File: src/rtl/pwm_bank_pkg.sv
package pwm_bank_pkg;

   // word index of each register inside a channel bank
   localparam logic [1:0] REG_EN   = 2'd0;
   localparam logic [1:0] REG_CTRL = 2'd1;
   localparam logic [1:0] REG_DUTY = 2'd2;
   localparam logic [1:0] REG_TC   = 2'd3;

   localparam int BANK_LSB   = 4;   // 0x10 bytes per channel
   localparam int IDX_LSB    = 2;   // 32-bit word registers
   localparam int CTRL_W     = 4;
   localparam int PRE_CODE_W = 3;
   localparam int PRE_MIN_W  = 12;  // largest factor is 2**12

   typedef struct packed {
      logic                  inv;
      logic [PRE_CODE_W-1:0] code;
   } ctrl_t;

   // exponent of two for each prescale code: 1,4,8,16,64,256,1024,4096
   function automatic logic [3:0] presc_shift(input logic [PRE_CODE_W-1:0] code);
      logic [3:0] s;
      case (code)
         3'd0:    s = 4'd0;
         3'd1:    s = 4'd2;
         3'd2:    s = 4'd3;
         3'd3:    s = 4'd4;
         3'd4:    s = 4'd6;
         3'd5:    s = 4'd8;
         3'd6:    s = 4'd10;
         default: s = 4'd12;
      endcase
      return s;
   endfunction

endpackage

File: src/rtl/pwm_reg_bank.sv
module pwm_reg_bank
   import pwm_bank_pkg::*;
#(
   parameter int CNT_W  = 16,
   parameter int DATA_W = 32
) (
   input  logic              clk,
   input  logic              rst_n,
   input  logic              wr_en,
   input  logic [1:0]        idx,
   input  logic [DATA_W-1:0] wdata,
   output logic [DATA_W-1:0] rdata,
   output logic              en,
   output ctrl_t             ctrl,
   output logic [CNT_W-1:0]  duty,
   output logic [CNT_W-1:0]  tc
);

   if (DATA_W < CNT_W) begin : g_bad_width
      $error("pwm_reg_bank: DATA_W must hold a CNT_W count");
   end
   if (DATA_W < CTRL_W) begin : g_bad_ctrl
      $error("pwm_reg_bank: DATA_W too narrow for control word");
   end

   logic wdata_unused;
   assign wdata_unused = ^wdata;

   always_ff @(posedge clk or negedge rst_n) begin
      if (!rst_n) begin
         en   <= 1'b0;
         ctrl <= '0;
         duty <= '0;
         tc   <= '0;
      end else if (wr_en) begin
         case (idx)
            REG_EN:   en   <= wdata[0];
            REG_CTRL: ctrl <= ctrl_t'(wdata[CTRL_W-1:0]);
            REG_DUTY: duty <= wdata[CNT_W-1:0];
            default:  tc   <= wdata[CNT_W-1:0];
         endcase
      end
   end

   always_comb begin
      case (idx)
         REG_EN:   rdata = DATA_W'(en);
         REG_CTRL: rdata = DATA_W'(ctrl);
         REG_DUTY: rdata = DATA_W'(duty);
         default:  rdata = DATA_W'(tc);
      endcase
   end

endmodule

File: src/rtl/pwm_prescaler.sv
module pwm_prescaler
   import pwm_bank_pkg::*;
#(
   parameter int PRE_W = 12
) (
   input  logic                  clk,
   input  logic                  rst_n,
   input  logic                  run,
   input  logic [PRE_CODE_W-1:0] code,
   output logic                  tick
);

   if (PRE_W < PRE_MIN_W) begin : g_bad_pre
      $error("pwm_prescaler: PRE_W cannot reach the largest factor");
   end

   logic [PRE_W-1:0] cnt_q;
   logic [PRE_W-1:0] limit;
   logic [PRE_W:0]   span;

   always_comb begin
      span  = (PRE_W+1)'(1) << presc_shift(code);
      limit = span[PRE_W-1:0] - PRE_W'(1);
   end

   assign tick = run && (cnt_q == limit);

   always_ff @(posedge clk or negedge rst_n) begin
      if (!rst_n)
         cnt_q <= '0;
      else if (!run || tick)
         cnt_q <= '0;
      else
         cnt_q <= cnt_q + PRE_W'(1);
   end

endmodule

File: src/rtl/pwm_period_core.sv
module pwm_period_core
   import pwm_bank_pkg::*;
#(
   parameter int CNT_W = 16
) (
   input  logic                  clk,
   input  logic                  rst_n,
   input  logic                  run,
   input  logic                  tick,
   input  logic [CNT_W-1:0]      duty_in,
   input  logic [CNT_W-1:0]      tc_in,
   input  logic [PRE_CODE_W-1:0] code_in,
   output logic [PRE_CODE_W-1:0] code_act,
   output logic [CNT_W-1:0]      cnt,
   output logic [CNT_W-1:0]      tc_act,
   output logic                  active
);

   logic [CNT_W-1:0] duty_act;
   logic             wrap;

   assign wrap = tick && (cnt == tc_act);

   always_ff @(posedge clk or negedge rst_n) begin
      if (!rst_n) begin
         cnt      <= '0;
         duty_act <= '0;
         tc_act   <= '0;
         code_act <= '0;
      end else if (!run) begin
         cnt      <= '0;
         duty_act <= duty_in;
         tc_act   <= tc_in;
         code_act <= code_in;
      end else begin
         if (tick)
            cnt <= wrap ? '0 : cnt + CNT_W'(1);
         if (wrap) begin
            duty_act <= duty_in;
            tc_act   <= tc_in;
            code_act <= code_in;
         end
      end
   end

   assign active = run && (cnt < duty_act);

endmodule

File: src/rtl/pwm_bank_ctrl.sv
module pwm_bank_ctrl
   import pwm_bank_pkg::*;
#(
   parameter int NUM_CH = 4,
   parameter int CNT_W  = 16,
   parameter int DATA_W = 32,
   parameter int ADDR_W = 6,
   parameter int PRE_W  = 12
) (
   input  logic              clk,
   input  logic              rst_n,
   input  logic              bus_sel,
   input  logic              bus_wr,
   input  logic [ADDR_W-1:0] bus_addr,
   input  logic [DATA_W-1:0] bus_wdata,
   output logic [DATA_W-1:0] bus_rdata,
   output logic [NUM_CH-1:0] pwm_out
);

   localparam int CH_W   = (NUM_CH > 1) ? $clog2(NUM_CH) : 1;
   localparam int DEC_HI = BANK_LSB + CH_W;

   if (NUM_CH < 1) begin : g_bad_ch
      $error("pwm_bank_ctrl: NUM_CH must be at least 1");
   end
   if (ADDR_W < DEC_HI) begin : g_bad_addr
      $error("pwm_bank_ctrl: ADDR_W cannot reach every channel bank");
   end

   logic [CH_W-1:0]              ch_sel;
   logic [1:0]                   reg_idx;
   logic                         hi_ok;
   logic                         addr_lo_unused;
   logic [NUM_CH-1:0]            ch_en;
   logic [NUM_CH-1:0]            ch_inv;
   logic [NUM_CH-1:0][CNT_W-1:0] ch_cnt;
   logic [NUM_CH-1:0][CNT_W-1:0] ch_act_tc;
   logic [NUM_CH-1:0][DATA_W-1:0] ch_rdata;

   assign ch_sel         = bus_addr[BANK_LSB +: CH_W];
   assign reg_idx        = bus_addr[IDX_LSB +: 2];
   assign addr_lo_unused = ^bus_addr[IDX_LSB-1:0];

   if (ADDR_W > DEC_HI) begin : g_hi_dec
      assign hi_ok = ~|bus_addr[ADDR_W-1:DEC_HI];
   end else begin : g_hi_none
      assign hi_ok = 1'b1;
   end

   for (genvar i = 0; i < NUM_CH; i++) begin : g_ch
      ctrl_t                 ctrl;
      logic [CNT_W-1:0]      duty;
      logic [CNT_W-1:0]      tc;
      logic [PRE_CODE_W-1:0] code_act;
      logic                  tick;
      logic                  active;
      logic                  hit;

      assign hit = bus_sel && bus_wr && hi_ok && (ch_sel == CH_W'(i));

      pwm_reg_bank #(
         .CNT_W  (CNT_W),
         .DATA_W (DATA_W)
      ) i_regs (
         .clk   (clk),
         .rst_n (rst_n),
         .wr_en (hit),
         .idx   (reg_idx),
         .wdata (bus_wdata),
         .rdata (ch_rdata[i]),
         .en    (ch_en[i]),
         .ctrl  (ctrl),
         .duty  (duty),
         .tc    (tc)
      );

      pwm_prescaler #(
         .PRE_W (PRE_W)
      ) i_pre (
         .clk   (clk),
         .rst_n (rst_n),
         .run   (ch_en[i]),
         .code  (code_act),
         .tick  (tick)
      );

      pwm_period_core #(
         .CNT_W (CNT_W)
      ) i_core (
         .clk      (clk),
         .rst_n    (rst_n),
         .run      (ch_en[i]),
         .tick     (tick),
         .duty_in  (duty),
         .tc_in    (tc),
         .code_in  (ctrl.code),
         .code_act (code_act),
         .cnt      (ch_cnt[i]),
         .tc_act   (ch_act_tc[i]),
         .active   (active)
      );

      assign ch_inv[i]  = ctrl.inv;
      assign pwm_out[i] = active ^ ch_inv[i];
   end

   always_comb begin
      bus_rdata = '0;
      if (bus_sel && !bus_wr && hi_ok) begin
         for (int i = 0; i < NUM_CH; i++) begin
            if (ch_sel == CH_W'(i))
               bus_rdata = ch_rdata[i];
         end
      end
   end

endmodule

File: config.mk
export PLATFORM = sky130hd
export DESIGN_NAME = pwm_bank_ctrl
export DESIGN_NICKNAME = d
export VERILOG_FILES = /design/src/rtl/pwm_bank_pkg.sv /design/src/rtl/pwm_reg_bank.sv /design/src/rtl/pwm_prescaler.sv /design/src/rtl/pwm_period_core.sv /design/src/rtl/pwm_bank_ctrl.sv
export SDC_FILE = /design/constraint.sdc
export NUM_CORES = 1
export LEC_CHECK = 0
export CORE_UTILIZATION = 50
export CTS_CLUSTER_SIZE = 25
export DETAILED_ROUTE_END_ITERATION = 8
export PLACE_DENSITY_LB_ADDON = 0.08
export SYNTH_ARGS = -nofsm -noshare
export SYNTH_HDL_FRONTEND = slang
export SYNTH_HIERARCHICAL = 1
export SYNTH_SLANG_ARGS = --single-unit
File: constraint.sdc
create_clock -name clk -period 3.4 [get_ports clk]
set_clock_uncertainty 0.05 [all_clocks]
set_input_delay 0.68 -clock clk [delete_from_list [all_inputs] [get_ports clk]]
set_output_delay 0.68 -clock clk [all_outputs]
set_load 0.02 [all_outputs]
==> results_tabular.tex <==
\begin{tabular}{lr}
\hline
Metric & Value \\
\hline
\multicolumn{2}{l}{\textbf{Outcome}} \\
Status & finished with violations \\
Failing checks & setup timing \\
\multicolumn{2}{l}{\textbf{Route}} \\
Average wire per standard cell & between 15 and 20 um \\
Detailed Route Iter0 Violations & around 1k \\
Count of vias placed by the detailed router & around 16k \\
DR DRC count & 0 \\
Number of antenna-violating nets in the routed design & 0 \\
Per-cell via count in the routed design & $\sim$5.5 \\
Final Routed Wirelength & approximately 58 mm \\
Number of iterations in the first detailed-routing pass & 7 \\
\multicolumn{2}{l}{\textbf{Finish}} \\
Number of nets in the layout & $\sim$2.4k \\
Fill cell instance count of the final layout & around 3.8k \\
Post-Layout Inst Area & $\sim$29000 um\^{}2 \\
Area of the multi-input gates & 13300 um\^{}2 \\
Fraction of final layout cells sized beyond drive strength 1 & 32.3\% \\
Flip-flop and latch area & roughly 10000 um\^{}2 \\
Layout overhead on the synthesized area & 19.1\% \\
Diode count & 0 \\
\multicolumn{2}{l}{\textbf{Setup path}} \\
Critical path data required time & about 2700 ps \\
Type of the worst setup path & register to output port \\
Maximum cell stage delay along the critical path & approximately 380 ps \\
Most Frequent Cell on Critical Path & sky130\_fd\_sc\_hd\_\_buf\_4 \\
CP Capture Type & output port \\
Crit path max-delay cell type & sky130\_fd\_sc\_hd\_\_dfrtp\_1 \\
Top fanout value on the critical path & 2 \\
Crit Reg-Reg Startpoint & g\_ch[0].i\_core/code\_act[1]\$\_DFFE\_PN0P\_ \\
Startpoint type of the worst setup path & register \\
CP cell instances & inv\_2 -> ha\_4 -> a211oi\_2 -> o21ai\_2 -> a221o\_1 -> a311o\_1 -> a221oi\_2 -> buf\_4 -> xor2\_1 -> buf\_4 \\
Worst R2R End & g\_ch[0].i\_core/tc\_act[4]\$\_DFFE\_PN0P\_ \\
Worst R2R Path Depth & 14 \\
Data arrival time of the critical path & $\sim$2900 ps \\
Setup slack on the worst flop-to-flop path & -10 ps \\
\multicolumn{2}{l}{\textbf{Synth}} \\
Share of synthesized cell area in and, or, nand and nor gates & between 10\% and 20\% \\
Sequential element share of the synthesized area & 41.6\% \\
Most common flop cell mapped by yosys & sky130\_fd\_sc\_hd\_\_dfrtp\_1 \\
Cells after Synth & between 2k and 2.5k \\
Post-synth cell types & 62 \\
Synthesized-area fraction occupied by adder cells & 3.75\% \\
Xor and xnor area share after synthesis & under 10\% \\
Synth Area in Compound Gates & 7.77\% \\
Proportion of synthesized area in mux cells & between 20\% and 30\% \\
Flop and latch count out of synthesis & 400 \\
Mapped Area & 24000 um\^{}2 \\
Yosys warning count & 6 \\
Async set-reset flop share out of synthesis & 100\% \\
Dominant combinational cell family by area after synthesis & multiplexers \\
Post-synthesis area per instance & approximately 12 um\^{}2 \\
Number of enable-type register cells in the synthesized netlist & 0 \\
\multicolumn{2}{l}{\textbf{Timing}} \\
Final number of setup-violating endpoints & 9 \\
Final period utilization & 105\% \\
Fin crit period & 3580 ps \\
Slew Limit Headroom & approximately a third \\
Max Clock Freq & 0.279 GHz \\
Worst slew pin tran & $\sim$980 ps \\
Setup slack after layout & -184 ps \\
Count of final max-slew check failures & 0 \\
Unrepaired setup endpoints after global routing & yes \\
Final hold vios & 0 \\
\multicolumn{2}{l}{\textbf{Floorplan}} \\
Initial core utilization & around 51\% \\
Number of placement rows & 79 \\
IO Pins & between 70 and 80 \\
Core region area & 47000 um\^{}2 \\
Width of the chip & $\sim$220 um \\
Area enclosed by the die boundary & between 40000 and 50000 um\^{}2 \\
Die extent in y & 221 um \\
\multicolumn{2}{l}{\textbf{CTS}} \\
Clk slew on worst S/H paths & about 60 ps \\
CTS root buf & sky130\_fd\_sc\_hd\_\_clkbuf\_16 \\
Clock latency on the worst-skew pair & between 500 and 600 ps \\
Buffers from clock root to sink, at most & 3 \\
Clock tree from TritonCTS & done \\
CTS H-Tree Depth & 2 \\
Number of buffers added by the clock tree synthesis step & 46 \\
Number of sinks handled by clock tree synthesis & 400 \\
\multicolumn{2}{l}{\textbf{Placed design}} \\
Worst slack after detailed placement & -326 ps \\
Detailed placement HPWL & between 30 and 40 mm \\
Placed inst area & 25700 um\^{}2 \\
Port bufs & 43 \\
GP Congestion & between 0.8 and 0.9 \\
\multicolumn{2}{l}{\textbf{Worst hold path}} \\
Startpoint of the worst hold path & g\_ch[1].i\_core/duty\_act[7]\$\_DFFE\_PN0P\_ \\
WHS Path Cells & 1 \\
Worst min-delay path category & register to register \\
Endpoint with the worst hold slack & g\_ch[1].i\_core/duty\_act[7]\$\_DFFE\_PN0P\_ \\
\multicolumn{2}{l}{\textbf{Flow run}} \\
Max-cap viol count & 0 \\
\multicolumn{2}{l}{\textbf{Pwr}} \\
Overall power & between 15 and 20 mW \\
Worst vdd ir & 0.000436 V \\
Net switching share of the total power & 30.8\% \\
Power per cell area & slightly below 600 nW/um\^{}2 \\
Cell-internal power & 11.6 mW \\
Net switching power & 5.19 mW \\
Fraction of power consumed by combinational cells & 31.3\% \\
Clk pwr share & a little under a third \\
P\_leak & around 14 nW \\
Sequential share of power & 37.7\% \\
\multicolumn{2}{l}{\textbf{Global routing}} \\
Global-route wire length before repair & just over 90 mm \\
Number of antenna violations at the first check in global routing & 0 \\
Total congestion overflow & 0 \\
GRT Total Usage & between 20\% and 30\% \\
Via count of the first global-routing pass & $\sim$16k \\
Pin count of the biggest net entering global routing & between 70 and 80 \\
\hline
\end{tabular}
==> critical path: cells and delay by family (launching register included) <==
| family | cells | cell delay (ps) |
|---|---|---|
| xor gates and xnor gates | 1 | 150 |
| buffers and inverters | 3 | 400 |
| AOI/OAI and AO/OA | 5 | 1130 |
| adders and majority gates | 1 | 200 |
| DFF | 1 | 380 |
==> flip-flops by register name (all words and copies together) (netlist names) <==
signal and flops:
g_ch.i_regs/en 4, g_ch.i_regs/tc 64, g_ch.i_regs/duty 64, g_ch.i_core/tc_act 64, g_ch.i_pre/cnt_q 48, g_ch.i_core/code_act 12
g_ch.i_core/cnt 64, g_ch.i_core/duty_act 64, g_ch.i_regs/ctrl 16
==> cell families (layout without fill, tap and decap cells) <==
logic type | Yosys count | in the layout
AND/OR/NAND/NOR | 476 | 476
multiplexers | 420 | 420
flip-flops | 400 | 400
buffers and inverters | 272 | 450
AO/OA/AOI/OAI | 244 | 244
XOR/XNOR | 180 | 180
adder cells (fa/ha/maj) | 72 | 72
other | 8 | 68
==> power groups by stage <==
| stage | Clock (mW) | Combinational [mW] | Sequential, mW |
|---|---|---|---|
| after floorplan | 0 | 3.61 | 6.16 |
| after global routing | 5.52 | 5.72 | 6.46 |
| after global placement | 0 | 4.47 | 6.40 |
| final | 5.21 | 5.27 | 6.35 |
| after CTS | 5.34 | 4.88 | 6.35 |
| after detailed placement | 0 | 4.56 | 6.42 |
==> routing by layer <==
layer | track usage (%) | up-vias | wire length, um
li1 | - | 7677 | -
met1 | 34.0 | 8047 | 27600
met2 | 37.1 | 275 | 26600
met3 | 3.32 | 73 | 2390
met4 | 6.59 | 0 | 1150
met5 | 0 | - | 0
==> worst max path at each step <==
stage,to,depth (start not counted),start,slack (ps)
6_report,pwm_out[1],10,g_ch[1].i_core/duty_act[11]$_DFFE_PN0P_,-180
5_1_grt,pwm_out[0],10,g_ch[0].i_core/duty_act[11]$_DFFE_PN0P_,-320
4_1_cts,pwm_out[1],10,g_ch[1].i_core/duty_act[11]$_DFFE_PN0P_,-200
3_5_place_dp,pwm_out[0],9,g_ch[0].i_core/cnt[11]$_DFFE_PN0P_,-330
3_3_place_gp,pwm_out[3],9,g_ch[3].i_core/cnt[11]$_DFFE_PN0P_,-270
2_1_floorplan,pwm_out[0],7,g_ch[0].i_core/cnt[11]$_DFFE_PN0P_,390
==> placed cells by master (no fill, tap or decap), drive strengths merged, types with 19 or more instances in the layout <==
cell,count
xnor2,64
nor2,118
and3,20
dfrtp,400
ha,72
clkbuf,71
o22ai,32
mux2,300
nand4,32
nand3,53
nor2b,60
nand3b,21
inv,90
buf,235
o21ai,40
nand2,49
nor3,26
xor2,116
mux2i,116
a211oi,60
conb,68
clkdlybuf4s50,19
==> Yosys cell counts (5+ instances only) <==
cell	n	area [um^2]
sky130_fd_sc_hd__dfrtp_1	400	10000
sky130_fd_sc_hd__mux2_4	160	2400
sky130_fd_sc_hd__mux2_2	120	1350
sky130_fd_sc_hd__nor2_1	118	443
sky130_fd_sc_hd__mux2i_1	116	1160
sky130_fd_sc_hd__xor2_1	116	1020
sky130_fd_sc_hd__inv_1	88	330
sky130_fd_sc_hd__buf_4	84	631
sky130_fd_sc_hd__ha_1	72	901
sky130_fd_sc_hd__xnor2_1	64	561
sky130_fd_sc_hd__a211oi_1	60	450
sky130_fd_sc_hd__nor2b_1	60	375
sky130_fd_sc_hd__nand2_1	49	184
sky130_fd_sc_hd__nand3_1	49	245
sky130_fd_sc_hd__buf_6	41	462
sky130_fd_sc_hd__o21ai_0	36	180
sky130_fd_sc_hd__nand4_1	32	200
sky130_fd_sc_hd__o22ai_1	32	200
sky130_fd_sc_hd__clkbuf_1	31	116
sky130_fd_sc_hd__nor3_1	26	130
sky130_fd_sc_hd__buf_2	24	120
sky130_fd_sc_hd__mux2_1	20	225
sky130_fd_sc_hd__nand3b_1	17	128
sky130_fd_sc_hd__a21o_1	16	120
sky130_fd_sc_hd__a21oi_1	16	80.1
sky130_fd_sc_hd__and4_1	16	140
sky130_fd_sc_hd__nand2b_1	16	100
sky130_fd_sc_hd__nor4_1	16	100
sky130_fd_sc_hd__a22o_1	12	105
sky130_fd_sc_hd__and3_1	12	75.1
sky130_fd_sc_hd__o221ai_1	12	105
sky130_fd_sc_hd__a31oi_1	8	50.1
sky130_fd_sc_hd__and2_1	8	50.1
sky130_fd_sc_hd__and3_2	8	60.1
sky130_fd_sc_hd__and3b_1	8	70.1
sky130_fd_sc_hd__conb_1	8	30.0
sky130_fd_sc_hd__or3b_1	5	43.8
==> stage by stage <==
step                TNS [ps]  cells  hold slack (ps)  util, %
detailed placement     -1620   2772              445     54.8
CTS                     -700   2887              463     59.4
finish                  -623   2917              462     61.0
global route           -8240   2917              475     61.0
floorplan                  0   2132              334        -
global placement       -1250   2772              446     54.8
==> layout make-up <==
type                       instances  area share (%)
multi-input combinational       1460            46.3
sequential                       400            35.0
timing repair buffer             278            9.32
clock buffer                      64            4.65
tap                              607            2.65
inverter                          89            1.17
clock inverter                    19           0.900
==> repair_timing <==
action	in CTS	in global routing
cloned	4	8
setup buffers	27	23
hold buffers	1	0
resized for setup	71	93
setup endpoints to repair	103	190
pin swaps	33	53
hold endpoints to repair	51	0
No activity file was read; power rests on OpenSTA's default activity.
